[config.mk]
export PLATFORM = sky130hd
export DESIGN_NAME = aclkgen
export DESIGN_NICKNAME = d
export VERILOG_FILES = /design/src/rtl/aclkgen_pkg.sv /design/src/rtl/aclkgen_ctrl.sv /design/src/rtl/aclkgen_dp.sv /design/src/rtl/aclkgen.sv
export SDC_FILE = /design/constraint.sdc
export NUM_CORES = 1
export LEC_CHECK = 0
export BUFFER_PORTS_ARGS = -buffer_cell sky130_fd_sc_hd__buf_2
export CAP_MARGIN = 20
export CORE_ASPECT_RATIO = 0.7
export CORE_MARGIN = 8
export CORE_UTILIZATION = 30
export DETAILED_ROUTE_END_ITERATION = 6
export GPL_TIMING_DRIVEN = 0
export PLACE_DENSITY = 0.51
export SYNTH_ARGS = -nofsm -noshare
export SYNTH_HDL_FRONTEND = slang
export SYNTH_SLANG_ARGS = --single-unit
export TNS_END_PERCENT = 50
[constraint.sdc]
create_clock -name clk -period 2.9 [get_ports clk]
set_input_delay 0.29 -clock clk [delete_from_list [all_inputs] [get_ports clk]]
set_output_delay 0.29 -clock clk [all_outputs]
set_load 0.02 [all_outputs]
[src/rtl/aclkgen_pkg.sv]
package aclkgen_pkg;

  typedef enum logic [1:0] {
    STD_PHILIPS = 2'd0,
    STD_LEFT    = 2'd1,
    STD_RIGHT   = 2'd2,
    STD_PCM     = 2'd3
  } stdSel_e;

  typedef struct packed {
    logic    run;       // clocks are being produced
    logic    divLevel;  // divided clock level in this kernel cycle
    logic    divWrap;   // last kernel cycle of a divided period
    logic    mclkOn;    // master clock output selected
    stdSel_e std;
    logic    chan32;
    logic    bclkInv;
    logic    wsInv;
    logic    holdIdle;
  } strobe_t;

endpackage

[src/rtl/aclkgen_ctrl.sv]
module aclkgen_ctrl
  import aclkgen_pkg::*;
#(
  parameter int DIV_W   = 8,
  parameter int DIV_MAX = 127
) (
  input  logic             clk,
  input  logic             rst_n,
  input  logic             enable,
  input  logic [DIV_W-1:0] divIn,
  input  logic             oddIn,
  input  logic             mclkEnIn,
  input  logic [1:0]       stdIn,
  input  logic             chan32In,
  input  logic             bclkInvIn,
  input  logic             wsInvIn,
  input  logic             holdIdleIn,
  output strobe_t          strb,
  output logic             divInvalid
);

  localparam int CNT_W = DIV_W + 1;
  localparam logic [DIV_W-1:0] DIV_LIM = DIV_W'(DIV_MAX);

  logic [DIV_W-1:0] divQ;
  logic             oddQ, mclkEnQ, chan32Q, bclkInvQ, wsInvQ, holdIdleQ;
  stdSel_e          stdQ;

  // Configuration is captured only while the block is stopped.
  always_ff @(posedge clk or negedge rst_n) begin
    if (!rst_n) begin
      divQ      <= '0;
      oddQ      <= 1'b0;
      mclkEnQ   <= 1'b0;
      stdQ      <= STD_PHILIPS;
      chan32Q   <= 1'b0;
      bclkInvQ  <= 1'b0;
      wsInvQ    <= 1'b0;
      holdIdleQ <= 1'b0;
    end else if (!enable) begin
      divQ      <= divIn;
      oddQ      <= oddIn;
      mclkEnQ   <= mclkEnIn;
      stdQ      <= stdSel_e'(stdIn);
      chan32Q   <= chan32In;
      bclkInvQ  <= bclkInvIn;
      wsInvQ    <= wsInvIn;
      holdIdleQ <= holdIdleIn;
    end
  end

  logic cfgInvalid;
  assign cfgInvalid = ((divQ == DIV_W'(1)) && oddQ) || (divQ > DIV_LIM);
  assign divInvalid = cfgInvalid;

  logic [CNT_W-1:0] rawRatio, ratio, hiLen, cnt;
  assign rawRatio = {divQ, 1'b0} + CNT_W'(oddQ);
  assign ratio    = (rawRatio == '0) ? CNT_W'(1) : rawRatio;
  assign hiLen    = (rawRatio == '0) ? CNT_W'(1) : (CNT_W'(divQ) + CNT_W'(oddQ));

  logic run, lastCyc;
  assign run     = enable && !cfgInvalid;
  assign lastCyc = (cnt == ratio - CNT_W'(1));

  always_ff @(posedge clk or negedge rst_n) begin
    if (!rst_n)       cnt <= '0;
    else if (!run)    cnt <= '0;
    else if (lastCyc) cnt <= '0;
    else              cnt <= cnt + CNT_W'(1);
  end

  always_comb begin
    strb.run      = run;
    strb.divLevel = (cnt < hiLen);
    strb.divWrap  = lastCyc;
    strb.mclkOn   = mclkEnQ;
    strb.std      = stdQ;
    strb.chan32   = chan32Q;
    strb.bclkInv  = bclkInvQ;
    strb.wsInv    = wsInvQ;
    strb.holdIdle = holdIdleQ;
  end

  logic pastValid;
  always_ff @(posedge clk or negedge rst_n) begin
    if (!rst_n) pastValid <= 1'b0;
    else        pastValid <= 1'b1;
  end

  logic [DIV_W+8:0] cfgVec;
  assign cfgVec = {divQ, oddQ, mclkEnQ, stdQ, chan32Q, bclkInvQ, wsInvQ, holdIdleQ};

  // the kernel-cycle counter never leaves the divider period
  a_r1_cnt_range: assert property (@(posedge clk) disable iff (!rst_n)
    cnt < ratio);

  // an illegal setting keeps the divider counter parked
  a_r4_invalid_parked: assert property (@(posedge clk) disable iff (!rst_n)
    cfgInvalid |=> (cnt == '0));

  // sampled configuration does not move while running
  a_r11_cfg_frozen: assert property (@(posedge clk) disable iff (!rst_n)
    (pastValid && $past(enable)) |-> $stable(cfgVec));

endmodule

[src/rtl/aclkgen_dp.sv]
module aclkgen_dp
  import aclkgen_pkg::*;
#(
  parameter int BASE_FRAME   = 32,
  parameter int MCLK_PER_BIT = 8
) (
  input  logic    clk,
  input  logic    rst_n,
  input  strobe_t strb,
  output logic    mclk,
  output logic    bclk,
  output logic    ws
);

  localparam int IDX_W = $clog2(2 * BASE_FRAME) + 1;
  localparam int SUB_W = $clog2(MCLK_PER_BIT) + 1;

  logic [IDX_W-1:0] frameLen, halfLen, bitIdx, nextIdx;
  logic [SUB_W-1:0] subLen, subCnt;
  logic             subLast, bitEnd;

  always_comb begin
    frameLen = (strb.std == STD_PCM) ? IDX_W'(BASE_FRAME / 2) : IDX_W'(BASE_FRAME);
    if (strb.chan32) frameLen = frameLen << 1;
    halfLen = frameLen >> 1;
    subLen  = strb.chan32 ? SUB_W'(MCLK_PER_BIT / 2) : SUB_W'(MCLK_PER_BIT);
  end

  assign subLast = (subCnt == subLen - SUB_W'(1));
  assign bitEnd  = strb.run && strb.divWrap && (!strb.mclkOn || subLast);
  assign nextIdx = (bitIdx == frameLen - IDX_W'(1)) ? '0 : bitIdx + IDX_W'(1);

  // master clock periods within one bit
  always_ff @(posedge clk or negedge rst_n) begin
    if (!rst_n)                                subCnt <= '0;
    else if (!strb.run)                        subCnt <= '0;
    else if (strb.mclkOn && strb.divWrap)      subCnt <= subLast ? '0 : subCnt + SUB_W'(1);
  end

  // bit position within the frame
  always_ff @(posedge clk or negedge rst_n) begin
    if (!rst_n)         bitIdx <= '0;
    else if (!strb.run) bitIdx <= '0;
    else if (bitEnd)    bitIdx <= nextIdx;
  end

  logic bclkLvl, wsLvl;
  always_comb begin
    bclkLvl = strb.mclkOn ? (subCnt >= (subLen >> 1)) : !strb.divLevel;
    unique case (strb.std)
      STD_PHILIPS:          wsLvl = (nextIdx >= halfLen);
      STD_LEFT, STD_RIGHT:  wsLvl = (bitIdx < halfLen);
      default:              wsLvl = (bitIdx == '0);
    endcase
  end

  always_ff @(posedge clk or negedge rst_n) begin
    if (!rst_n) begin
      mclk <= 1'b0;
      bclk <= 1'b0;
      ws   <= 1'b0;
    end else begin
      mclk <= strb.run && strb.mclkOn && strb.divLevel;
      bclk <= strb.run ? (bclkLvl ^ strb.bclkInv) : (strb.holdIdle & strb.bclkInv);
      ws   <= strb.run ? (wsLvl ^ strb.wsInv) : (strb.holdIdle & strb.wsInv);
    end
  end

  // bit position stays inside the frame
  a_r7_bit_range: assert property (@(posedge clk) disable iff (!rst_n)
    bitIdx < frameLen);

  // master-clock count stays inside one bit
  a_r6_sub_range: assert property (@(posedge clk) disable iff (!rst_n)
    subCnt < subLen);

  // no master clock edge while stopped
  a_r10_idle_no_mclk: assert property (@(posedge clk) disable iff (!rst_n)
    !strb.run |=> !mclk);

endmodule

[src/rtl/aclkgen.sv]
module aclkgen #(
  parameter int DIV_W        = 8,
  parameter int DIV_MAX      = 127,
  parameter int BASE_FRAME   = 32,
  parameter int MCLK_PER_BIT = 8
) (
  input  logic             clk,
  input  logic             rst_n,
  input  logic             enable,
  input  logic [DIV_W-1:0] divField,
  input  logic             divOdd,
  input  logic             mclkOutEn,
  input  logic [1:0]       stdSel,
  input  logic             chanLen32,
  input  logic             bclkInvert,
  input  logic             wsInvert,
  input  logic             holdIdle,
  output logic             mclk,
  output logic             bclk,
  output logic             ws,
  output logic             divInvalid
);

  aclkgen_pkg::strobe_t strb;

  aclkgen_ctrl #(.DIV_W(DIV_W), .DIV_MAX(DIV_MAX)) u_ctrl (
    .clk        (clk),
    .rst_n      (rst_n),
    .enable     (enable),
    .divIn      (divField),
    .oddIn      (divOdd),
    .mclkEnIn   (mclkOutEn),
    .stdIn      (stdSel),
    .chan32In   (chanLen32),
    .bclkInvIn  (bclkInvert),
    .wsInvIn    (wsInvert),
    .holdIdleIn (holdIdle),
    .strb       (strb),
    .divInvalid (divInvalid)
  );

  aclkgen_dp #(.BASE_FRAME(BASE_FRAME), .MCLK_PER_BIT(MCLK_PER_BIT)) u_dp (
    .clk   (clk),
    .rst_n (rst_n),
    .strb  (strb),
    .mclk  (mclk),
    .bclk  (bclk),
    .ws    (ws)
  );

endmodule

======== Word-level counts from Yosys, hierarchy flattened ========
Index checks and enable logic that the tools add are counted.
word-level totals
  input port bits ......................... 19
  logic and storage cells ................. 73
  output and inout bits ................... 4
  flip-flop bits (word level) ............. 39
cells by class
  magnitude comparators ................... 5
  multiplexer cells ....................... 17
  bitwise logic cells ..................... 4
  reductions and logical operators ........ 16
  equal/unequal tests ..................... 9
  add/subtract/negate cells ............... 8
operator list
  cell                                                  number
  two-way mux 9 bit                                     4
  two-way mux 7 bit                                     4
  two-way mux 4 bit                                     4
  adder 8 x 1 -> 9 bit                                  1
  adder 9 x 1 -> 9 bit                                  1
  adder 9 x 1 -> 9 bit (second input constant)          1
  equality test 9 bit                                   1
  logical NOT 9 bit                                     1
  less-than comparator 9 bit                            1
  subtractor 9 x 1 -> 9 bit (second input constant)     1
  equality test 8 x 1 -> 1 bit (second input constant)  1
  > comparator 8 x 7 -> 1 bit (second input constant)   1
  adder 7 x 1 -> 7 bit (second input constant)          1
  equality test 7 bit                                   1
  >= comparator 7 x 6 -> 1 bit                          1
  logical AND 1 bit                                     7
  logical NOT 7 bit                                     1
  less-than comparator 7 x 6 -> 1 bit                   1
  subtractor 7 x 1 -> 7 bit (second input constant)     1
  two-way mux 6 bit                                     1
  adder 4 x 1 -> 4 bit (second input constant)          1
  equality test 2 bit (second input constant)           2
  equality test 4 bit                                   1
  >= comparator 4 x 3 -> 1 bit                          1
  11 further kinds                                      19

======== Longest topological paths before layout ========
Gate-level depths: netlist of the first run.
  depth after elaboration ................. 10
  mapped depth ............................ 14
  gate-level depth less buffers ........... 14

======== Modules after synthesis ========
From an unflattened synthesis of the first run, not the netlist that was laid out.
unflattened totals
  cells, all modules ...................... 313
  area total of the unflattened synthesis .. 3010.4 um^2
modules (own cells, without submodules)
  module        sequential area each (um^2)  times used  area each (um^2)  cells an instance
  aclkgen_ctrl  625.6                        1           1828.0            179
  aclkgen_dp    350.3                        1           1182.4            134

======== Least setup slack after synthesis of the first run ========
No wires, ideal clock.
  path type ............................... flip-flop to flip-flop
  from .................................... register u_ctrl.stdQ[0]
  to ...................................... register u_dp.ws
  required time ........................... 2.773 ns
  setup time .............................. 0.127 ns
  path slack .............................. -0.096 ns
  period minus slack after synthesis ...... 2.996 ns
  path buffers ............................ 0
  arrival time ............................ 2.869 ns
  cell stages (with the launch flop) ...... 14
  path through ............................ dfrtp_1 > ha_1 > inv_1 > ha_1 > xor2_1 > or3_1 > a211oi_1 > nor2_1 > ha_1 > a21o_1 > a21oi_1 > o221a_2 > o21ai_0 > a2bb2oi_1
on the way
  word-level cells in the longest chain between the ends .. 10
  elaborated cells between the ends (all ways) .. 15
  classes of those cells .................. add/sub: 1; order compare: 2; eq/ne: 4; mux: 5; bitwise: 1; reduce/logical: 2
RTL lines
  element                               line                source
  from (decl)                           aclkgen_ctrl.sv:27  stdSel_e stdQ;
  from (signal assigned)                aclkgen_ctrl.sv:44  stdQ <= stdSel_e'(stdIn);
  equality test 2 bit                   aclkgen_dp.sv:23    frameLen = (strb.std == STD_PCM) ? IDX_W'(BASE_FRAME / 2) : IDX_W'(BASE_FRAME);
  two-way mux 6 bit                     aclkgen_dp.sv:23
  two-way mux 7 bit                     aclkgen_dp.sv:24    if (strb.chan32) frameLen = frameLen << 1;
  subtractor 7 x 1 -> 7 bit             aclkgen_dp.sv:31    assign nextIdx = (bitIdx == frameLen - IDX_W'(1)) ? '0 : bitIdx + IDX_W'(1);
  equality test 7 bit                   aclkgen_dp.sv:31
  two-way mux 7 bit                     aclkgen_dp.sv:31
  >= comparator 7 x 6 -> 1 bit          aclkgen_dp.sv:51    STD_PHILIPS: wsLvl = (nextIdx >= halfLen);
  one-hot mux 1 bit (2 select lines) *  aclkgen_dp.sv:50    unique case (strb.std)
  XOR 1 bit *                           aclkgen_dp.sv:65    ws <= strb.run ? (wsLvl ^ strb.wsInv) : (strb.holdIdle & strb.wsInv);
  two-way mux 1 bit *                   aclkgen_dp.sv:65
  to (signal assigned)                  aclkgen_dp.sv:65
  to (decl)                             aclkgen_dp.sv:12    output logic ws
Mark *: on every way between the ends. The rest lies on a longest branch, timed or not.
A chain may end at the register's enable or synchronous reset.

======== Worst setup path after layout of the first run ========
  from .................................... register u_ctrl.stdQ[1]
  to ...................................... register u_dp.ws
Same word-level chain as after synthesis.

==> reports/metrics.csv, run 1 <==
stage,metric,value,unit
critical_path,Critical Path AT,3.11,ns
sta,max-slew violations,0,
power_and_ir_drop,P per Cell Area,427,nW/um2
route,DR DRC count,0,
critical_path,Worst Path Max Fanout,4,
critical_path,CP endpoint,u_dp.ws,
cells_and_area,fin util,0.388,
synth,Synthesized Nets,355,
synth,post-synth design cell area,2910,um2
synth,library cells used by synthesis,52,
worst_hold_path,hold crit path type,input pin to asynchronous set/reset pin,
critical_path,cell mode on critical path,ha_4,
global_route,global route total overflow,0,
synth,Mean Syn Cell Area,9.49,um2
route,final wirelength,7.37,mm
placed_design,final RePlAce weighted congestion,0.854,
synth,Synth area leader,dfrtp_1,
critical_path,CP Data Required Time,3.10,ns
critical_path,crit-path cells,"ha_4, inv_4, ha_4, xor2_2, or3_4, a211oi_4, nor2_4, ha_4, nand4_1, o221a_2, o21ai_1, a2bb2oi_1",
die,core area,9570,um2
sta,Final Hold Fails,0,
route,Routed Antenna Nets,0,
clocking,cts bufs inserted,5,
clocking,Hold Buf Count CTS,0,
clocking,worst skew pair latency,0.28,ns
route,via count,2402,
global_route,initial antenna violation count,0,
clocking,Worst-path clk slew,0.05,ns
synth,most used flip-flop cell after synthesis,dfrtp_1,
critical_path,"Buf+Inv Stages, Crit Path",1,
power_and_ir_drop,Worst IR Drop VDD,0.000216,V
critical_path,crit path max-delay cell type,or3_4,
synth,share of the synthesized area in the top cell type,0.335,
placed_design,hpwl dp,5.29,mm
global_route,first-pass GRT wire length,11.8,mm
die,die width,134,um
global_route,vias in the first global route,2316,
critical_path,CP Launch Type,flop,
clocking,Sink Count,39,
sta,setup violators final,2,
die,Top-Level Pins,23,
synth,most common cell in the synthesized netlist,dfrtp_1,
critical_path,WS Path Type,flop to flop,
critical_path,Critical R2R Launch,u_ctrl.stdQ[1],
synth,number of synthesized flops with an enable pin,0,
synth,synth cell count leaders,"39 x dfrtp_1, 29 x ha_1, 25 x nand2_1, 19 x nand3_1, 18 x xnor2_1",
critical_path,CP peak stage delay,0.41,ns
sta,max frequency,344,MHz
critical_path,Reg2Reg Setup Slack,-0.008,ns
power_and_ir_drop,Leakage,1.58,nW
sta,slew at the pin closest to its max-slew limit,0.953,ns
cells_and_area,layout cell share with drive strength beyond 1,0.315,
synth,Synth area leaders,"dfrtp_1 33%, ha_1 12%, mux2_2 6.2%, xnor2_1 5.4%, xor2_1 4.2%",
cells_and_area,Final Net Count,396,
flow_run,Max Cap Viol,0,
global_route,largest net degree at the start of global routing,40,
critical_path,R2R depth,12,
global_route,Total GRT Usage,0.109,
sta,Final WS setup,-0.00780,ns
sta,clk_skew,0.00417,ns
critical_path,critical path endpoint category,flop,
clocking,CTS root buffer,clkbuf_16,
die,chip height,98.5,um
critical_path,Worst path depth,12,
outcome,run status,"finished, violations left",
die,Starting Density,0.304,
clocking,H-tree depth,2,
critical_path,CP startpoint,u_ctrl.stdQ[1],
synth,sequential-to-total area share from yosys stat,0.335,
sta,RSZ-0062 raised after global routing,yes,
sta,Period minus WS final,2.91,ns
sta,worst rel slew slack,0.364,
sta,period utilisation layout,1.00,
critical_path,largest delay contributor family on the critical path,compound AO/OA/AOI/OAI gates,
route,via density per instance,5.04,
clocking,CTS tree,built,
cells_and_area,Diodes inserted,0,
cells_and_area,"Area growth, synth to finish",27.5,%
die,row count,30,
synth,Seq cells post-synth,39,
clocking,CTS Buffer Depth,2,
synth,synthesis warning total,0,
route,DR pass1 iterations,4,
critical_path,r2r endpoint,u_dp.ws,
placed_design,dpl ws,-0.372,ns
route,Iteration-0 DRC Markers,82,
synth,"FFs w/ async S/R, synth",1.00,
placed_design,input/output buffers,21,
route,drt wl/cell,15.5,um
synth,Synth Instances,307,
outcome,violated checks,setup timing,
die,Die Area,13200,um2
==> worst min-delay path by stage <==
stage,end,slack [ns]
6_report,u_ctrl.divQ[1],0.16
3_3_place_gp,u_ctrl.divQ[1],0.49
4_1_cts,u_ctrl.divQ[1],0.18
3_5_place_dp,u_ctrl.divQ[1],0.48
5_1_grt,u_ctrl.divQ[1],0.22
2_1_floorplan,u_ctrl.bclkInvQ,-0.006
==> cell families after synthesis <==
kind of cell               after synthesis  synth area share
AOI/OAI and AO/OA                       45             0.110
adders and majority gates               29             0.125
xor gates and xnor gates                32            0.0962
muxes                                   25            0.0927
DFF                                     39             0.335
buffers and inverters                   31            0.0468
and+or+nand+nor                        106             0.195
==> routing by layer <==
layer,routed length (um),global-route usage,part of all wire,vias to the layer above
li1,-,-,-,1174
met1,4030,0.161,0.55,1173
met2,3040,0.156,0.41,49
met3,219,0.0178,0.030,6
met4,78,0.0335,0.011,0
met5,0,0,0,-
==> power breakdown <==
group,switching (mW),internal (mW)
clock,0.207,0.366
sequential,0.0376,0.575
combinational,0.217,0.185
total,0.461,1.13
==> through the flow <==
| stage | cells | TNS (ns) | hold slack (ns) | power, mW | cell area (um2) |
|---|---|---|---|---|---|
| after floorplan | 307 | 0 | -0.00559 | 0.840 | 2920 |
| after global placement | 456 | -5.52 | 0.485 | 0.929 | 3180 |
| after detailed placement | 456 | -5.90 | 0.483 | 0.935 | 3180 |
| after CTS | 465 | -0.0770 | 0.176 | 1.55 | 3460 |
| after global routing | 477 | -1.39 | 0.223 | 1.67 | 3710 |
| final | 477 | -0.00926 | 0.163 | 1.59 | 3710 |
==> final cells by class <==
cell class	count	area [um2]
Fill cell	940	5860
Multi-Input combinational cell	237	2040
Sequential cell	39	978
Timing Repair Buffer	36	243
Tap cell	128	160
Clock buffer	8	156
Inverter	17	68.8
Buffer	12	65.1
==> sequential cells by signal (all words and copies together), names as in the netlist <==
register / count
u_ctrl.bclkInvQ: 1
u_dp.bitIdx: 7
u_dp.ws: 1
u_dp.mclk: 1
u_ctrl.divQ: 8
u_ctrl.mclkEnQ: 1
u_ctrl.holdIdleQ: 1
u_dp.bclk: 1
u_ctrl.cnt: 9
u_dp.subCnt: 4
u_ctrl.oddQ: 1
u_ctrl.stdQ: 2
u_ctrl.chan32Q: 1
u_ctrl.wsInvQ: 1
==> cell usage in the layout (no fill, tap or decap), types with 3 or more instances in the layout <==
cell / n
nand2b_1: 4
mux2i_1: 9
o21ai_0: 8
a21oi_1: 7
xor2_1: 13
nand4_1: 8
a21o_1: 3
a21oi_2: 3
clkbuf_16: 5
buf_4: 13
ha_1: 20
or4b_2: 3
inv_1: 13
and3_1: 4
ha_4: 7
buf_2: 24
nor2_1: 15
xnor2_1: 18
nand2_1: 24
mux2_2: 16
dfrtp_1: 37
nand3_1: 17
clkbuf_1: 6
or3_1: 4
==> worst register-to-register path: cells and delay by family, from the launching register on <==
family	cells	cell delay (ns)
compound gates	4	1.00
xor+xnor	1	0.14
fa+ha+maj	3	0.63
simple gates	3	0.62
buf+inv	1	0.04
flops	1	0.39
==> what timing repair did <==
item,in CTS,in global routing
gates cloned,0,0
buffers inserted,3,12
gates resized for setup,18,32
setup endpoints to repair,22,22
pin swaps,5,19
No activity file was read; power rests on OpenSTA's default activity.
==> run 2: changes to the inputs <==
--- a/config.mk
+++ b/config.mk
@@ -9,10 +9,11 @@
 export CAP_MARGIN = 20
 export CORE_ASPECT_RATIO = 0.7
 export CORE_MARGIN = 8
-export CORE_UTILIZATION = 30
+export CORE_UTILIZATION = 55
 export DETAILED_ROUTE_END_ITERATION = 6
 export GPL_TIMING_DRIVEN = 0
-export PLACE_DENSITY = 0.51
+export MAX_ROUTING_LAYER = met4
+export PLACE_DENSITY = 0.81
 export SYNTH_ARGS = -nofsm -noshare
 export SYNTH_HDL_FRONTEND = slang
 export SYNTH_SLANG_ARGS = --single-unit
==> reports/metrics.csv, run 2 (same netlist as run 1, synthesis figures left out) <==
stage,metric,value,unit,change
outcome,run status,"finished, violations left",,
outcome,violated checks,setup timing,,
global_route,global route total overflow,0,,unchanged
cells_and_area,Top reg by flops,u_ctrl.cnt,,
sta,Final WS setup,-0.209,ns,-0.201 ns
cells_and_area,"commonest non-fill, non-tap cell in the layout",dfrtp_1,,
placed_design,hpwl dp,4.92,mm,-6.9%
sta,max frequency,322,MHz,-6.5%
critical_path,CP peak stage delay,0.51,ns,+0.10 ns
cells_and_area,Diodes inserted,0,,unchanged
route,final wirelength,8.11,mm,+10%
critical_path,Reg2Reg Setup Slack,-0.21,ns,-0.20 ns
die,Top-Level Pins,23,,unchanged
clocking,CTS Buffer Depth,2,,unchanged
cells_and_area,layout cell share with drive strength beyond 1,0.317,,+0.00134
worst_hold_path,hold crit path type,input pin to asynchronous set/reset pin,,
critical_path,CP Launch Type,flop,,
cells_and_area,fin util,0.690,,+0.302
critical_path,Critical R2R Launch,u_ctrl.divQ[0],,
critical_path,crit-path cells,"inv_2, ha_4, nor2b_4, nand3_2, nand2_2, ha_4, nand2b_4, or3_4, a2111oi_4, and3_1, buf_6, nand3_4, mux2i_1",,
sta,RSZ-0062 raised after global routing,yes,,
power_and_ir_drop,Leakage,1.58,nW,about the same
global_route,largest net degree at the start of global routing,40,,unchanged
critical_path,critical path endpoint category,flop,,
sta,clk_skew,0.00713,ns,+0.00296 ns
sta,worst rel slew slack,0.418,,+0.0540
cells_and_area,Final Net Count,404,,+2.0%
global_route,vias in the first global route,2456,,+6.0%
die,die width,103,um,-23%
sta,slew at the pin closest to its max-slew limit,0.872,ns,-0.0810 ns
global_route,first-pass GRT wire length,11.6,mm,-1.2%
die,core area,5170,um2,-46%
placed_design,final RePlAce weighted congestion,0.973,,+14%
critical_path,r2r endpoint,u_dp.bitIdx[1],,
sta,setup violators final,22,,+20
critical_path,crit path max-delay cell type,a2111oi_4,,
route,Iteration-0 DRC Markers,317,,+290%
flow_run,Max Cap Viol,0,,unchanged
power_and_ir_drop,Worst IR Drop VDD,0.000367,V,+70%
cells_and_area,"Area growth, synth to finish",22.5,%,
route,DR pass1 iterations,5,,+1
die,Die Area,7920,um2,-40%
clocking,worst skew pair latency,0.30,ns,+0.02 ns
sta,Period minus WS final,3.11,ns,+0.201 ns
sta,max-slew violations,0,,unchanged
sta,Min Hold Slack,0.101,ns,-0.0617 ns
route,Routed Antenna Nets,0,,unchanged
critical_path,R2R depth,13,,+1
clocking,CTS root buffer,clkbuf_8,,
route,DR DRC count,0,,unchanged
clocking,Sink Count,39,,unchanged
global_route,Total GRT Usage,0.189,,+0.0802
clocking,Worst-path clk slew,0.08,ns,+0.03 ns
die,Starting Density,0.563,,+0.259
critical_path,WS Path Type,flop to flop,,
die,chip height,76.9,um,-22%
critical_path,CP Data Required Time,3.12,ns,+0.02 ns
critical_path,CP startpoint,u_ctrl.divQ[0],,
cells_and_area,max reg flops,9,,unchanged
die,row count,22,,-27%
sta,Final Hold Fails,0,,unchanged
route,via density per instance,6.30,,+25%
cells_and_area,biggest regs,"u_ctrl.cnt (9), u_ctrl.divQ (8), u_dp.bitIdx (7)",,
cells_and_area,most frequent cells in the layout,"37 x dfrtp_1, 25 x buf_4, 24 x buf_2, 24 x nand2_1, 23 x ha_1",,
critical_path,Critical Path AT,3.33,ns,+0.22 ns
critical_path,cell mode on critical path,ha_4,,
route,drt wl/cell,18.9,um,+22%
critical_path,Worst Path Max Fanout,7,,+3
clocking,H-tree depth,2,,unchanged
clocking,CTS tree,built,,
global_route,initial antenna violation count,0,,unchanged
clocking,cts bufs inserted,5,,unchanged
placed_design,input/output buffers,21,,unchanged
sta,period utilisation layout,1.07,,+0.0693
power_and_ir_drop,P per Cell Area,395,nW/um2,-7.5%
route,via count,2704,,+13%
run 2: power by group:
| part | switching (mW) | internal, mW |
|---|---|---|
| clock | 0.197 | 0.168 |
| combinational | 0.228 | 0.198 |
| sequential | 0.0467 | 0.574 |
| total | 0.471 | 0.940 |
run 2: worst max-delay path: cells and delay by family (launching register included):
kind | cells | cell delay (ns)
DFF | 1 | 0.44
buffers and inverters | 2 | 0.29
adders and majority gates | 2 | 0.31
muxes | 1 | 0.21
and+or+nand+nor | 7 | 1.26
AOI/OAI and AO/OA | 1 | 0.51
run 2: how the worst max path moves through the flow:
stage                                 to  slack (ns)
final                     u_dp.bitIdx[1]       -0.21
after global routing      u_dp.bitIdx[0]       -0.26
after floorplan                  u_dp.ws        0.06
after global placement     u_ctrl.cnt[8]       -0.30
after CTS                        u_dp.ws       -0.05
after detailed placement   u_ctrl.cnt[3]       -0.33
run 2: metrics by stage:
step	setup TNS [ns]	power, mW	worst slack, ns	instances	instance area, um2
after CTS	-0.0455	1.34	-0.0455	420	3400
after floorplan	0	0.840	0.0609	307	2920
final	-3.39	1.41	-0.209	429	3570
after global placement	-5.36	0.918	-0.300	400	3110
after global routing	-4.47	1.48	-0.260	429	3570
after detailed placement	-5.79	0.931	-0.332	400	3110
run 2: repair_timing:
action / CTS / global route
setup endpoints to repair: 22 / 22
pin swaps: 14 / 14
hold buffers: 0 / 0
resized for setup: 22 / 19
setup buffers: 14 / 11
run 2: area by class of cell:
class,count,area (um2)
Multi-Input combinational cell,237,2000
Fill cell,388,1600
Sequential cell,39,978
Timing Repair Buffer,46,293
Tap cell,72,90.1
Clock buffer,6,72.6
Inverter,17,66.3
Buffer,10,56.3
Clock inverter,2,12.5
run 2: layer usage:
layer / vias up / global-route usage / wire length [um]
met3: 41 / 0.0388 / 706
li1: 1193 / - / -
met5: - / - / 0
met1: 1290 / 0.246 / 3460
met2: 180 / 0.281 / 3590
met4: 0 / 0.0705 / 352
==> run 3: changes to the inputs <==
--- a/config.mk
+++ b/config.mk
@@ -8,7 +8,7 @@
 export BUFFER_PORTS_ARGS = -buffer_cell sky130_fd_sc_hd__buf_2
 export CAP_MARGIN = 20
 export CORE_ASPECT_RATIO = 0.7
-export CORE_MARGIN = 8
+export CORE_MARGIN = 5
 export CORE_UTILIZATION = 55
 export DETAILED_ROUTE_END_ITERATION = 6
 export GPL_TIMING_DRIVEN = 0
==> constraint.sdc (replaced) <==
create_clock -name clk -period 2.8 [get_ports clk]
set_input_delay 0.28 -clock clk [delete_from_list [all_inputs] [get_ports clk]]
set_output_delay 0.28 -clock clk [all_outputs]
set_load 0.02 [all_outputs]
==> reports/metrics.csv, run 3 (same netlist as run 1, synthesis figures left out) <==
stage,metric,value,unit,change
sta,Period minus WS final,2.94,ns,-0.171 ns
route,DR pass1 iterations,5,,unchanged
global_route,initial antenna violation count,0,,unchanged
route,DR DRC count,0,,unchanged
placed_design,input/output buffers,21,,unchanged
sta,Final Hold Fails,0,,unchanged
sta,slew at the pin closest to its max-slew limit,0.869,ns,-0.00325 ns
die,core area,5200,um2,+0.53%
clocking,Worst-path clk slew,0.08,ns,about the same
route,Routed Antenna Nets,0,,unchanged
cells_and_area,Top reg by flops,u_ctrl.cnt,,
route,highest metal used,met4,,
global_route,Total GRT Usage,0.232,,+0.0434
route,via count,2660,,-1.6%
cells_and_area,Diodes inserted,0,,unchanged
sta,max-slew violations,0,,unchanged
cells_and_area,"Area growth, synth to finish",25.1,%,
sta,setup violators final,21,,-4.5%
clocking,worst skew pair latency,0.29,ns,about the same
global_route,global route total overflow,0,,unchanged
clocking,H-tree depth,2,,unchanged
route,final wirelength,8.26,mm,+1.8%
die,Top-Level Pins,23,,unchanged
placed_design,final RePlAce weighted congestion,0.912,,-6.2%
global_route,first-pass GRT wire length,12.6,mm,+8.4%
critical_path,Critical Path AT,3.12,ns,-0.21 ns
sta,clk_skew,0.00756,ns,+0.000436 ns
clocking,CTS tree,built,,
critical_path,CP startpoint,u_ctrl.oddQ,,
critical_path,CP Launch Type,flop,,
route,WL met2,3.73,mm,+3.8%
die,Starting Density,0.560,,-0.00298
cells_and_area,Final Net Count,401,,-0.74%
die,chip height,70.9,um,-7.8%
route,detailed-routing wirelength on met1,3.65,mm,+5.6%
outcome,violated checks,setup timing,,
route,drt wl/cell,19.4,um,+2.6%
critical_path,Critical R2R Launch,u_ctrl.oddQ,,
critical_path,critical path endpoint category,flop,,
power_and_ir_drop,Leakage,1.58,nW,about the same
die,die width,97,um,-5.8%
clocking,cts bufs inserted,5,,unchanged
worst_hold_path,hold crit path type,input pin to asynchronous set/reset pin,,
cells_and_area,layout cell share with drive strength beyond 1,0.328,,+0.0112
cells_and_area,"commonest non-fill, non-tap cell in the layout",dfrtp_1,,
critical_path,Worst Path Max Fanout,3,,-4
die,Die Area,6880,um2,-13%
sta,max frequency,340,MHz,+5.8%
cells_and_area,max reg flops,9,,unchanged
critical_path,CP Data Required Time,2.98,ns,-0.14 ns
placed_design,hpwl dp,4.89,mm,-0.54%
sta,Final WS setup,-0.137,ns,+0.0714 ns
clocking,CTS root buffer,clkbuf_8,,
sta,period utilisation layout,1.05,,-0.0229
global_route,vias in the first global route,2632,,+7.2%
sta,worst rel slew slack,0.421,,+0.00217
outcome,run status,"finished, violations left",,
cells_and_area,most frequent cells in the layout,"37 x dfrtp_1, 25 x nand2_1, 24 x buf_2",,
route,via density per instance,6.24,,-0.93%
die,row count,22,,unchanged
power_and_ir_drop,P per Cell Area,435,nW/um2,+10%
route,WL met3,592,um,-16%
power_and_ir_drop,Worst IR Drop VDD,0.000362,V,-1.5%
clocking,Sink Count,39,,unchanged
clocking,CTS Buffer Depth,2,,unchanged
sta,RSZ-0062 raised after global routing,yes,,
global_route,largest net degree at the start of global routing,40,,unchanged
sta,final setup TNS,-1.74,ns,+1.65 ns
critical_path,WS Path Type,flop to flop,,
cells_and_area,biggest regs,"u_ctrl.cnt (9), u_ctrl.divQ (8), u_dp.bitIdx (7)",,
power_and_ir_drop,Tot Pwr,1.58,mW,+12%
flow_run,Max Cap Viol,0,,unchanged
route,Iteration-0 DRC Markers,431,,+36%
## run 3: final cells by class
type	instances	area [um2]
repair buffers	44	289
plain buffers	9	45.0
inverters	17	66.3
clock buffers	6	82.6
well taps	72	90.1
fillers	329	1560
flip-flops and latches	39	978
clock inverters	2	35.0
multi-input cells	237	2060
## run 3: worst max-delay path, cell delays in order, from the launching register on
cell,delay (ns)
dfrtp_1,0.41
inv_2,0.10
ha_4,0.14
nor2b_4,0.22
nand3_2,0.13
nand2_1,0.10
ha_2,0.19
nand2b_1,0.07
or3_4,0.36
a2111oi_4,0.44
buf_4,0.19
nand4_1,0.16
o21ai_2,0.24
a21oi_2,0.07
## run 3: worst paths after layout
path	slack, ns	cells after the start	endpoint
min	0.1	1	u_ctrl.cnt[2]
max	-0.14	13	u_dp.subCnt[1]
min reg2reg	0.52	1	u_ctrl.bclkInvQ
min in group clk	0.21	2	u_ctrl.stdQ[0]
max in group asynchronous	2.10	1	u_ctrl.divQ[4]
max reg2reg	-0.14	13	u_dp.subCnt[1]
## run 3: metrics by stage
step	utilization	hold WS [ns]	cells	area, um2	worst slack (ns)
finish	0.701	0.0971	426	3640	-0.137
global route	0.701	0.189	426	3640	-0.239
CTS	0.666	0.135	419	3470	-0.120
detailed placement	0.600	0.455	400	3120	-0.310
global placement	0.600	0.448	400	3120	-0.304
floorplan	-	-0.0156	307	2930	0.0112
## run 3: what timing repair did
| action | in CTS | in global routing |
|---|---|---|
| gates cloned | 0 | 0 |
| setup endpoints to repair | 22 | 22 |
| resized for setup | 29 | 26 |
| hold buffers | 0 | 0 |
| buffers inserted | 14 | 9 |
| pin swaps | 10 | 25 |
## run 3: metal layers
layer | track usage | vias up
met1 | 0.306 | 1269
met5 | - | -
met4 | 0.0966 | 0
met2 | 0.356 | 164
met3 | 0.0414 | 42
li1 | - | 1185
## run 3: power by group
group | total (mW) | internal (mW) | switching [mW]
registers | 0.640 | 0.594 | 0.0463
clock network | 0.496 | 0.288 | 0.207
logic | 0.448 | 0.200 | 0.248
